File: config.mk
export PLATFORM = sky130hd
export DESIGN_NAME = xlat_tlb
export DESIGN_NICKNAME = d
export VERILOG_FILES = /design/src/rtl/xlat_pkg.sv /design/src/rtl/xlat_seg_decode.sv /design/src/rtl/xlat_hit_encode.sv /design/src/rtl/xlat_entry_array.sv /design/src/rtl/xlat_tlb.sv
export SDC_FILE = /design/constraint.sdc
export NUM_CORES = 2
export LEC_CHECK = 0
export BUFFER_PORTS_ARGS = -buffer_cell sky130_fd_sc_hd__buf_2
export CAP_MARGIN = 30
export CORE_UTILIZATION = 47
export CTS_CLUSTER_SIZE = 8
export DETAILED_ROUTE_END_ITERATION = 10
export PLACE_DENSITY = 0.67
export SETUP_SLACK_MARGIN = 0.5
export SYNTH_ARGS = -nofsm -noshare
export SYNTH_HDL_FRONTEND = slang
export SYNTH_SLANG_ARGS = --single-unit
export TNS_END_PERCENT = 50
File: constraint.sdc
create_clock -name clk -period 5.9 [get_ports clk]
set_input_delay 0.295 -clock clk [delete_from_list [all_inputs] [get_ports clk]]
set_output_delay 0.295 -clock clk [all_outputs]
set_load 0.02 [all_outputs]
File: src/rtl/xlat_pkg.sv
package xlat_pkg;

  // Address segment chosen by the three most significant bits
  typedef enum logic [1:0] {
    SEG_USER    = 2'd0,
    SEG_DIRECT  = 2'd1,
    SEG_RAW     = 2'd2,
    SEG_KMAPPED = 2'd3
  } seg_e;

  // Status carried by each translation
  typedef struct packed {
    logic vld;
    logic wr_ok;
    logic dirty;
    logic refd;
  } flags_t;

endpackage

File: src/rtl/xlat_seg_decode.sv
module xlat_seg_decode
  import xlat_pkg::*;
(
  input  logic [2:0] top_bits,
  output logic       mapped,
  output logic       uncached
);

  seg_e seg;

  always_comb begin
    if (!top_bits[2])      seg = SEG_USER;
    else if (top_bits[1])  seg = SEG_KMAPPED;
    else if (top_bits[0])  seg = SEG_RAW;
    else                   seg = SEG_DIRECT;
  end

  assign mapped   = (seg == SEG_USER) || (seg == SEG_KMAPPED);
  assign uncached = (seg == SEG_RAW);

endmodule

File: src/rtl/xlat_hit_encode.sv
module xlat_hit_encode #(
  parameter int ENTRIES = 64,
  localparam int IDX_W  = $clog2(ENTRIES)
) (
  input  logic               clk,
  input  logic               rst_n,
  input  logic [ENTRIES-1:0] match_vec,
  output logic               any_hit,
  output logic [IDX_W-1:0]   hit_idx
);

  // Lowest set index wins: scan downward so the last assignment is the lowest
  always_comb begin
    hit_idx = '0;
    for (int i = ENTRIES - 1; i >= 0; i--) begin
      if (match_vec[i]) hit_idx = i[IDX_W-1:0];
    end
  end

  assign any_hit = |match_vec;

  // the chosen entry really matches and no lower one does
  a_r9_pick_matches: assert property (@(posedge clk) disable iff (!rst_n)
    any_hit |-> match_vec[hit_idx]);
  a_r9_none_below: assert property (@(posedge clk) disable iff (!rst_n)
    any_hit |-> ((match_vec & ~({ENTRIES{1'b1}} << hit_idx)) == '0));

endmodule

File: src/rtl/xlat_entry_array.sv
module xlat_entry_array
  import xlat_pkg::*;
#(
  parameter int ENTRIES = 64,
  parameter int ASID_W  = 6,
  parameter int VPN_W   = 20,
  parameter int PFN_W   = 20,
  localparam int IDX_W  = $clog2(ENTRIES)
) (
  input  logic               clk,
  input  logic               rst_n,
  // install port
  input  logic               wr_en,
  input  logic [IDX_W-1:0]   wr_idx,
  input  logic [ASID_W-1:0]  wr_asid,
  input  logic [VPN_W-1:0]   wr_vpn,
  input  logic [PFN_W-1:0]   wr_pfn,
  input  flags_t             wr_flags,
  // status update from an accepted hit
  input  logic               upd_en,
  input  logic [IDX_W-1:0]   upd_idx,
  input  logic               upd_set_dirty,
  // parallel compare
  input  logic [ASID_W-1:0]  cmp_asid,
  input  logic [VPN_W-1:0]   cmp_vpn,
  output logic [ENTRIES-1:0] match_vec,
  // read of the selected entry
  input  logic [IDX_W-1:0]   rd_idx,
  output logic [PFN_W-1:0]   rd_pfn,
  output flags_t             rd_flags
);

  logic [PFN_W-1:0] ent_pfn   [ENTRIES];
  flags_t           ent_flags [ENTRIES];

  for (genvar g = 0; g < ENTRIES; g++) begin : g_ent
    logic [ASID_W-1:0] asid_q;
    logic [VPN_W-1:0]  vpn_q;
    logic [PFN_W-1:0]  pfn_q;
    flags_t            flg_q;
    logic              wr_here;
    logic              upd_here;

    assign wr_here  = wr_en  && (wr_idx  == IDX_W'(g));
    assign upd_here = upd_en && (upd_idx == IDX_W'(g));

    always_ff @(posedge clk) begin
      if (wr_here) begin
        asid_q <= wr_asid;
        vpn_q  <= wr_vpn;
        pfn_q  <= wr_pfn;
      end
    end

    // An install wins over a status update to the same entry
    always_ff @(posedge clk) begin
      if (!rst_n) begin
        flg_q <= '0;
      end else if (wr_here) begin
        flg_q <= wr_flags;
      end else if (upd_here) begin
        flg_q.refd <= 1'b1;
        if (upd_set_dirty) flg_q.dirty <= 1'b1;
      end
    end

    assign match_vec[g] = flg_q.vld && (vpn_q == cmp_vpn) && (asid_q == cmp_asid);
    assign ent_pfn[g]   = pfn_q;
    assign ent_flags[g] = flg_q;
  end

  assign rd_pfn   = ent_pfn[rd_idx];
  assign rd_flags = ent_flags[rd_idx];

  // an install is visible in the following cycle
  a_r5_install_lands: assert property (@(posedge clk) disable iff (!rst_n)
    wr_en |=> ent_flags[$past(wr_idx)] == $past(wr_flags));

  // an update without a competing install leaves the entry referenced
  a_r6_ref_set: assert property (@(posedge clk) disable iff (!rst_n)
    (upd_en && !(wr_en && wr_idx == upd_idx)) |=> ent_flags[$past(upd_idx)].refd);

endmodule

File: src/rtl/xlat_tlb.sv
module xlat_tlb
  import xlat_pkg::*;
#(
  parameter int ENTRIES = 64,
  parameter int ASID_W  = 6,
  parameter int VPN_W   = 20,
  parameter int OFF_W   = 12,
  parameter int PFN_W   = 20,
  localparam int IDX_W  = $clog2(ENTRIES),
  localparam int VA_W   = VPN_W + OFF_W,
  localparam int PA_W   = PFN_W + OFF_W,
  localparam int DIR_W  = VA_W - 3
) (
  input  logic              clk,
  input  logic              rst_n,
  input  logic              req_valid,
  output logic              req_ready,
  input  logic [ASID_W-1:0] req_asid,
  input  logic [VA_W-1:0]   req_va,
  input  logic              req_store,
  output logic              rsp_valid,
  input  logic              rsp_ready,
  output logic              rsp_hit,
  output logic [PA_W-1:0]   rsp_pa,
  output logic              rsp_dirty,
  output logic              rsp_ref,
  output logic              rsp_writable,
  output logic              rsp_mapped,
  output logic              rsp_uncached,
  output logic              rsp_prot_fault,
  input  logic              wr_en,
  input  logic [IDX_W-1:0]  wr_idx,
  input  logic [ASID_W-1:0] wr_asid,
  input  logic [VPN_W-1:0]  wr_vpn,
  input  logic [PFN_W-1:0]  wr_pfn,
  input  logic              wr_valid,
  input  logic              wr_writable,
  input  logic              wr_dirty,
  input  logic              wr_ref
);

  logic               accept;
  logic               seg_mapped;
  logic               seg_uncached;
  logic [ENTRIES-1:0] match_vec;
  logic               any_hit;
  logic [IDX_W-1:0]   hit_idx;
  logic [PFN_W-1:0]   sel_pfn;
  flags_t             sel_flags;
  flags_t             wr_flags;
  logic               tlb_hit;
  logic               set_dirty;
  logic               fault;
  logic [PA_W-1:0]    direct_pa;

  assign req_ready = !rsp_valid || rsp_ready;
  assign accept    = req_valid && req_ready;

  assign wr_flags = '{vld: wr_valid, wr_ok: wr_writable, dirty: wr_dirty, refd: wr_ref};

  xlat_seg_decode u_seg (
    .top_bits (req_va[VA_W-1 -: 3]),
    .mapped   (seg_mapped),
    .uncached (seg_uncached)
  );

  xlat_entry_array #(
    .ENTRIES (ENTRIES),
    .ASID_W  (ASID_W),
    .VPN_W   (VPN_W),
    .PFN_W   (PFN_W)
  ) u_array (
    .clk           (clk),
    .rst_n         (rst_n),
    .wr_en         (wr_en),
    .wr_idx        (wr_idx),
    .wr_asid       (wr_asid),
    .wr_vpn        (wr_vpn),
    .wr_pfn        (wr_pfn),
    .wr_flags      (wr_flags),
    .upd_en        (accept && tlb_hit),
    .upd_idx       (hit_idx),
    .upd_set_dirty (set_dirty),
    .cmp_asid      (req_asid),
    .cmp_vpn       (req_va[VA_W-1:OFF_W]),
    .match_vec     (match_vec),
    .rd_idx        (hit_idx),
    .rd_pfn        (sel_pfn),
    .rd_flags      (sel_flags)
  );

  xlat_hit_encode #(
    .ENTRIES (ENTRIES)
  ) u_enc (
    .clk       (clk),
    .rst_n     (rst_n),
    .match_vec (match_vec),
    .any_hit   (any_hit),
    .hit_idx   (hit_idx)
  );

  assign tlb_hit   = seg_mapped && any_hit;
  assign set_dirty = req_store && sel_flags.wr_ok;
  assign fault     = tlb_hit && req_store && !sel_flags.wr_ok;
  assign direct_pa = PA_W'(req_va[DIR_W-1:0]);

  always_ff @(posedge clk) begin
    if (!rst_n) begin
      rsp_valid <= 1'b0;
    end else if (accept) begin
      rsp_valid <= 1'b1;
    end else if (rsp_ready) begin
      rsp_valid <= 1'b0;
    end
  end

  always_ff @(posedge clk) begin
    if (!rst_n) begin
      rsp_hit        <= 1'b0;
      rsp_pa         <= '0;
      rsp_dirty      <= 1'b0;
      rsp_ref        <= 1'b0;
      rsp_writable   <= 1'b0;
      rsp_mapped     <= 1'b0;
      rsp_uncached   <= 1'b0;
      rsp_prot_fault <= 1'b0;
    end else if (accept) begin
      rsp_mapped     <= seg_mapped;
      rsp_uncached   <= seg_uncached;
      rsp_prot_fault <= fault;
      if (!seg_mapped) begin
        rsp_hit      <= 1'b1;
        rsp_pa       <= direct_pa;
        rsp_dirty    <= 1'b0;
        rsp_ref      <= 1'b0;
        rsp_writable <= 1'b1;
      end else if (tlb_hit) begin
        rsp_hit      <= 1'b1;
        rsp_pa       <= {sel_pfn, req_va[OFF_W-1:0]};
        rsp_dirty    <= sel_flags.dirty || set_dirty;
        rsp_ref      <= 1'b1;
        rsp_writable <= sel_flags.wr_ok;
      end else begin
        rsp_hit      <= 1'b0;
        rsp_pa       <= '0;
        rsp_dirty    <= 1'b0;
        rsp_ref      <= 1'b0;
        rsp_writable <= 1'b0;
      end
    end
  end

  // a stalled response does not move
  a_r10_hold: assert property (@(posedge clk) disable iff (!rst_n)
    (rsp_valid && !rsp_ready) |=> (rsp_valid && $stable(rsp_pa) && $stable(rsp_hit)
                                   && $stable(rsp_dirty)));
  // a fault only comes from a hit on a read-only page
  a_r8_fault_ro: assert property (@(posedge clk) disable iff (!rst_n)
    (rsp_valid && rsp_prot_fault) |-> (rsp_hit && rsp_mapped && !rsp_writable));
  // untranslated space always hits with a zero top field
  a_r4_direct: assert property (@(posedge clk) disable iff (!rst_n)
    (rsp_valid && !rsp_mapped) |-> (rsp_hit && !rsp_ref && rsp_pa[PA_W-1 -: 3] == 3'b000));
  // a miss carries no status
  a_r11_miss_quiet: assert property (@(posedge clk) disable iff (!rst_n)
    (rsp_valid && !rsp_hit) |-> (rsp_pa == '0 && !rsp_ref && !rsp_dirty && !rsp_prot_fault));
  // a store that did not fault reports a dirty page
  a_r7_store_dirty: assert property (@(posedge clk) disable iff (!rst_n)
    (accept && tlb_hit && req_store && sel_flags.wr_ok) |=> rsp_dirty);

endmodule

==> summary.json <==
{
  "floorplan.die_area": {"value": 293000, "unit": "um^2"},
  "post_synth_instance_area": {"value": 137000, "unit": "um^2"},
  "synth.ff_latch_count": {"value": 3176},
  "synth_seq_area_share": {"value": 68.2, "unit": "%"},
  "tritoncts": {"value": "yes"},
  "power_density": {"value": 312, "unit": "nW/um^2"},
  "worst_setup_hold_path_clk_slew": {"value": 0.05, "unit": "ns"},
  "grt_max_degree": {"value": 137},
  "worstMarginPinSlew": {"value": 1.21, "unit": "ns"},
  "drt-total-wl": {"value": 508000, "unit": "um"},
  "global_route.usage.met2": {"value": 52.7, "unit": "%"},
  "drt-pass1-iter-count": {"value": 10},
  "status": {"value": "complete, but fails checks"},
  "via_per_inst": {"value": 6.46},
  "power.combinational.fraction": {"value": 5.3, "unit": "%"},
  "synthesis.instances": {"value": 9395},
  "dr_total_vias": {"value": 94100},
  "port_buffers": {"value": 139},
  "synth_most_common_cell": {"value": "edfxtp_1"},
  "post-synth-top-area-fraction": {"value": 64.8, "unit": "%"},
  "power_report.internal_total": {"value": 39.3, "unit": "mW"},
  "drt-initial-drc-count": {"value": 15900},
  "ctsRootBufferMaster": {"value": "clkbuf_16"},
  "setup-violations-final": {"value": 0},
  "ant_nets": {"value": 0},
  "sw_frac_of_total": {"value": 22.7, "unit": "%"},
  "source_to_sink_clock_delay_at_the_later_pin_of_the_worst_skew_pair": {"value": 0.99, "unit": "ns"},
  "startpoint_types": {"value": "flop"},
  "timing.clock.skew": {"value": 0.0798, "unit": "ns"},
  "first_global_vias": {"value": 90200},
  "route.detailed.drc": {"value": 2},
  "crit_path_end_kind": {"value": "flop"},
  "placed_standard_cell_area": {"value": 148000, "unit": "um^2"},
  "final_layout_size_suffix_gt1_share": {"value": 17.0, "unit": "%"},
  "die_width": {"value": 541, "unit": "um"},
  "yosysUniqueCellTypes": {"value": 103},
  "post-synth-top-area-cell": {"value": "edfxtp_1"},
  "report.final.hold_viol_count": {"value": 0},
  "min-delay-path-class": {"value": "in -> reg"},
  "gp_routability_congestion": {"value": 0.986},
  "p_switching": {"value": 11.5, "unit": "mW"},
  "max_freq": {"value": 179, "unit": "MHz"},
  "unrepaired_setup_endpoints_after_global_routing": {"value": "true"},
  "layout_cell_area_excl_fill": {"value": 163000, "unit": "um^2"},
  "boundaryPins": {"value": 141},
  "worst-endpoint-required": {"value": 6.78, "unit": "ns"},
  "synth_common_cells": {"value": "2944 x edfxtp_1, 977 x xnor2_1, 699 x xor2_1"},
  "detailedPlacementHpwl": {"value": 309000, "unit": "um"},
  "clkPwrFrac": {"value": 45.9, "unit": "%"},
  "pwr-share-seq": {"value": 48.9, "unit": "%"},
  "global_route.usage.total": {"value": 33.8, "unit": "%"},
  "cts.htree.levels": {"value": 5},
  "first_pass_grt_wire_length": {"value": 693000, "unit": "um"},
  "filler_cell_count": {"value": 22500},
  "final_nets": {"value": 10600},
  "num_rows": {"value": 197},
  "worstPathArrival": {"value": 6.47, "unit": "ns"},
  "route.detailed.wl_per_inst": {"value": 34.9, "unit": "um"},
  "ys_warn_count": {"value": 0},
  "setup_tns": {"value": 0, "unit": "ns"},
  "slew_headroom": {"value": 18.5, "unit": "%"},
  "grt_use_met3": {"value": 6.46, "unit": "%"},
  "grt_antenna_before_repair": {"value": 36},
  "post_synth_main_area_contributors": {"value": "edfxtp_1 65%, xnor2_1 6.3%, xor2_1 4.5%"},
  "gr_busiest_metal": {"value": "met2"},
  "synth-edff-count": {"value": 2944},
  "synthFlopType": {"value": "edfxtp_1"},
  "areaGrowthSynthToFinish": {"value": 19.5, "unit": "%"},
  "grt_overflow": {"value": 0},
  "postSynth.asyncResetShare": {"value": 0, "unit": "%"},
  "cts_inserted_buffers": {"value": 436},
  "layout_min_cycle_time": {"value": 5.58, "unit": "ns"},
  "clockBufferDepth": {"value": 4},
  "cts_sinks": {"value": 3176},
  "maxCapViolCount": {"value": 0},
  "synth_fp_nets": {"value": 9495},
  "die_height": {"value": 541, "unit": "um"},
  "gr-usage-met1": {"value": 43.8, "unit": "%"},
  "irDropWorstVdd": {"value": 0.000267, "unit": "V"},
  "syn-mean-instance-area": {"value": 14.5, "unit": "um^2"},
  "largest_fanout_on_the_critical_path": {"value": 8},
  "final-max-slew-violation-count": {"value": 0},
  "fin_crit_sh": {"value": 94.7, "unit": "%"},
  "core_region_area": {"value": 288000, "unit": "um^2"},
  "initial_utilization": {"value": 47.3, "unit": "%"},
  "power.leakage": {"value": 52.2, "unit": "nW"},
  "violations": {"value": "DRC"},
  "critPathKind": {"value": "reg -> reg"}
}
## per-layer routing
metal | vias to the layer above | part of all wire [%]
met5 | - | 0.0087
met4 | 8 | 7.2
met3 | 1713 | 12
met2 | 7417 | 45
met1 | 46900 | 36
li1 | 38100 | -
## final cells by class
cell class	instances	area, um^2	share of cell area (%)
Clock buffer	700	12000	7.39
Clock inverter	24	449	0.275
Timing Repair Buffer	1108	10900	6.69
Inverter	104	399	0.245
Sequential cell	3176	93000	57.0
Antenna cell	12	30.0	0.0184
Multi-Input combinational cell	5653	41500	25.4
Tap cell	3781	4730	2.90
## path summary, 6_finish.rpt
| kind | start | end | slack, ns | depth (start not counted) |
|---|---|---|---|---|
| min | wr_vpn[18] | u_array.g_ent[37].vpn_q[18] | 0.01 | 1 |
| max | u_array.g_ent[63].vpn_q[1] | u_array.ent_flags[53] | 0.32 | 21 |
| min reg2reg | rsp_uncached | rsp_uncached | 0.46 | 2 |
| max reg2reg | u_array.g_ent[63].vpn_q[1] | u_array.ent_flags[53] | 0.32 | 21 |
## cells in the final DEF (no fill, tap or decap), types with 47 or more instances in the layout
master            n
buf_12          165
dfxtp_1         232
a211oi_1         54
clkbuf_1        256
clkbuf_16       450
nor4_1          237
a31oi_1          49
o22ai_1          47
o21ai_0         187
dlygate4sd3_1    66
buf_2            88
a21oi_1         238
nand4_1         584
edfxtp_1       2944
inv_1            57
mux2i_1         574
xor2_1          698
nor3_1          111
or4_1           131
nand3_1         119
buf_4           721
nand2_1         493
xnor2_1         953
mux2_2           57
nor2_1          371
a22oi_1          84
## per-stage QoR
stage                     std cells  setup slack [ns]  utilization (%)  hold WS (ns)  power (mW)
after detailed placement      13700            -0.677             51.3         0.449        27.8
after floorplan                9395              1.27                -         0.394        26.4
after global placement        13600            -0.930             51.1         0.436        27.7
after CTS                     14500             0.501             56.0       0.00367        50.8
final                         14600             0.315             56.6        0.0148        50.8
after global routing          14600             0.301             56.6        0.0407        51.8
## critical path, cell delays in order, from the launching register on
cell and delay, ns:
edfxtp_1 0.44, xnor2_2 0.19, nand4_1 0.11, or4_4 0.59
a211oi_4 0.31, o311ai_4 0.14, buf_6 0.15, a221o_1 0.35
buf_12 0.16, a221oi_4 0.41, buf_6 0.18, o22a_4 0.15
and2_4 0.21, buf_12 0.14, o221a_4 0.19, o32ai_2 0.08
buf_4 0.15, nor4_4 0.36, nand3_4 0.23, clkbuf_16 0.24
or4_1 0.50, a31oi_1 0.18
## state kept, by name (all words and copies together) (netlist names)
register / cells
rsp_pa: 32
u_array.g_ent.pfn_q: 1280
rsp_ref: 1
rsp_dirty: 1
rsp_prot_fault: 1
rsp_valid: 1
rsp_writable: 1
u_array.g_ent.asid_q: 384
rsp_uncached: 1
rsp_mapped: 1
u_array.g_ent.vpn_q: 1280
rsp_hit: 1
u_array.ent_flags: 192
## power groups by stage
stage / combinational [mW] / sequential, mW / clock (mW)
floorplan: 1.15 / 25.3 / 0
global placement: 2.47 / 25.3 / 0
detailed placement: 2.52 / 25.3 / 0
CTS: 2.57 / 24.8 / 23.4
global route: 2.71 / 24.8 / 24.3
finish: 2.67 / 24.8 / 23.3
## cell families (layout without fill, tap and decap cells)
logic type             count (synthesis)  after routing  synth area share [%]
AO/OA/AOI/OAI                        971            971                  4.71
XOR/XNOR                            1679           1679                  10.8
buffers and inverters                567           1936                  2.29
flip-flops                          3176           3176                  68.2
multiplexers                         635            635                  4.71
other                                  0             12                     0
AND/OR/NAND/NOR                     2367           2368                  9.35
## timing repair
action	4_1_cts	5_1_grt
endpoints found under the setup margin	87	87
buffers inserted	15	52
gates resized for setup	44	162
hold buffers	65	1
gates cloned	6	8
pin swaps	15	77
hold endpoints to repair	1012	64
No activity file was read; power rests on OpenSTA's default activity.
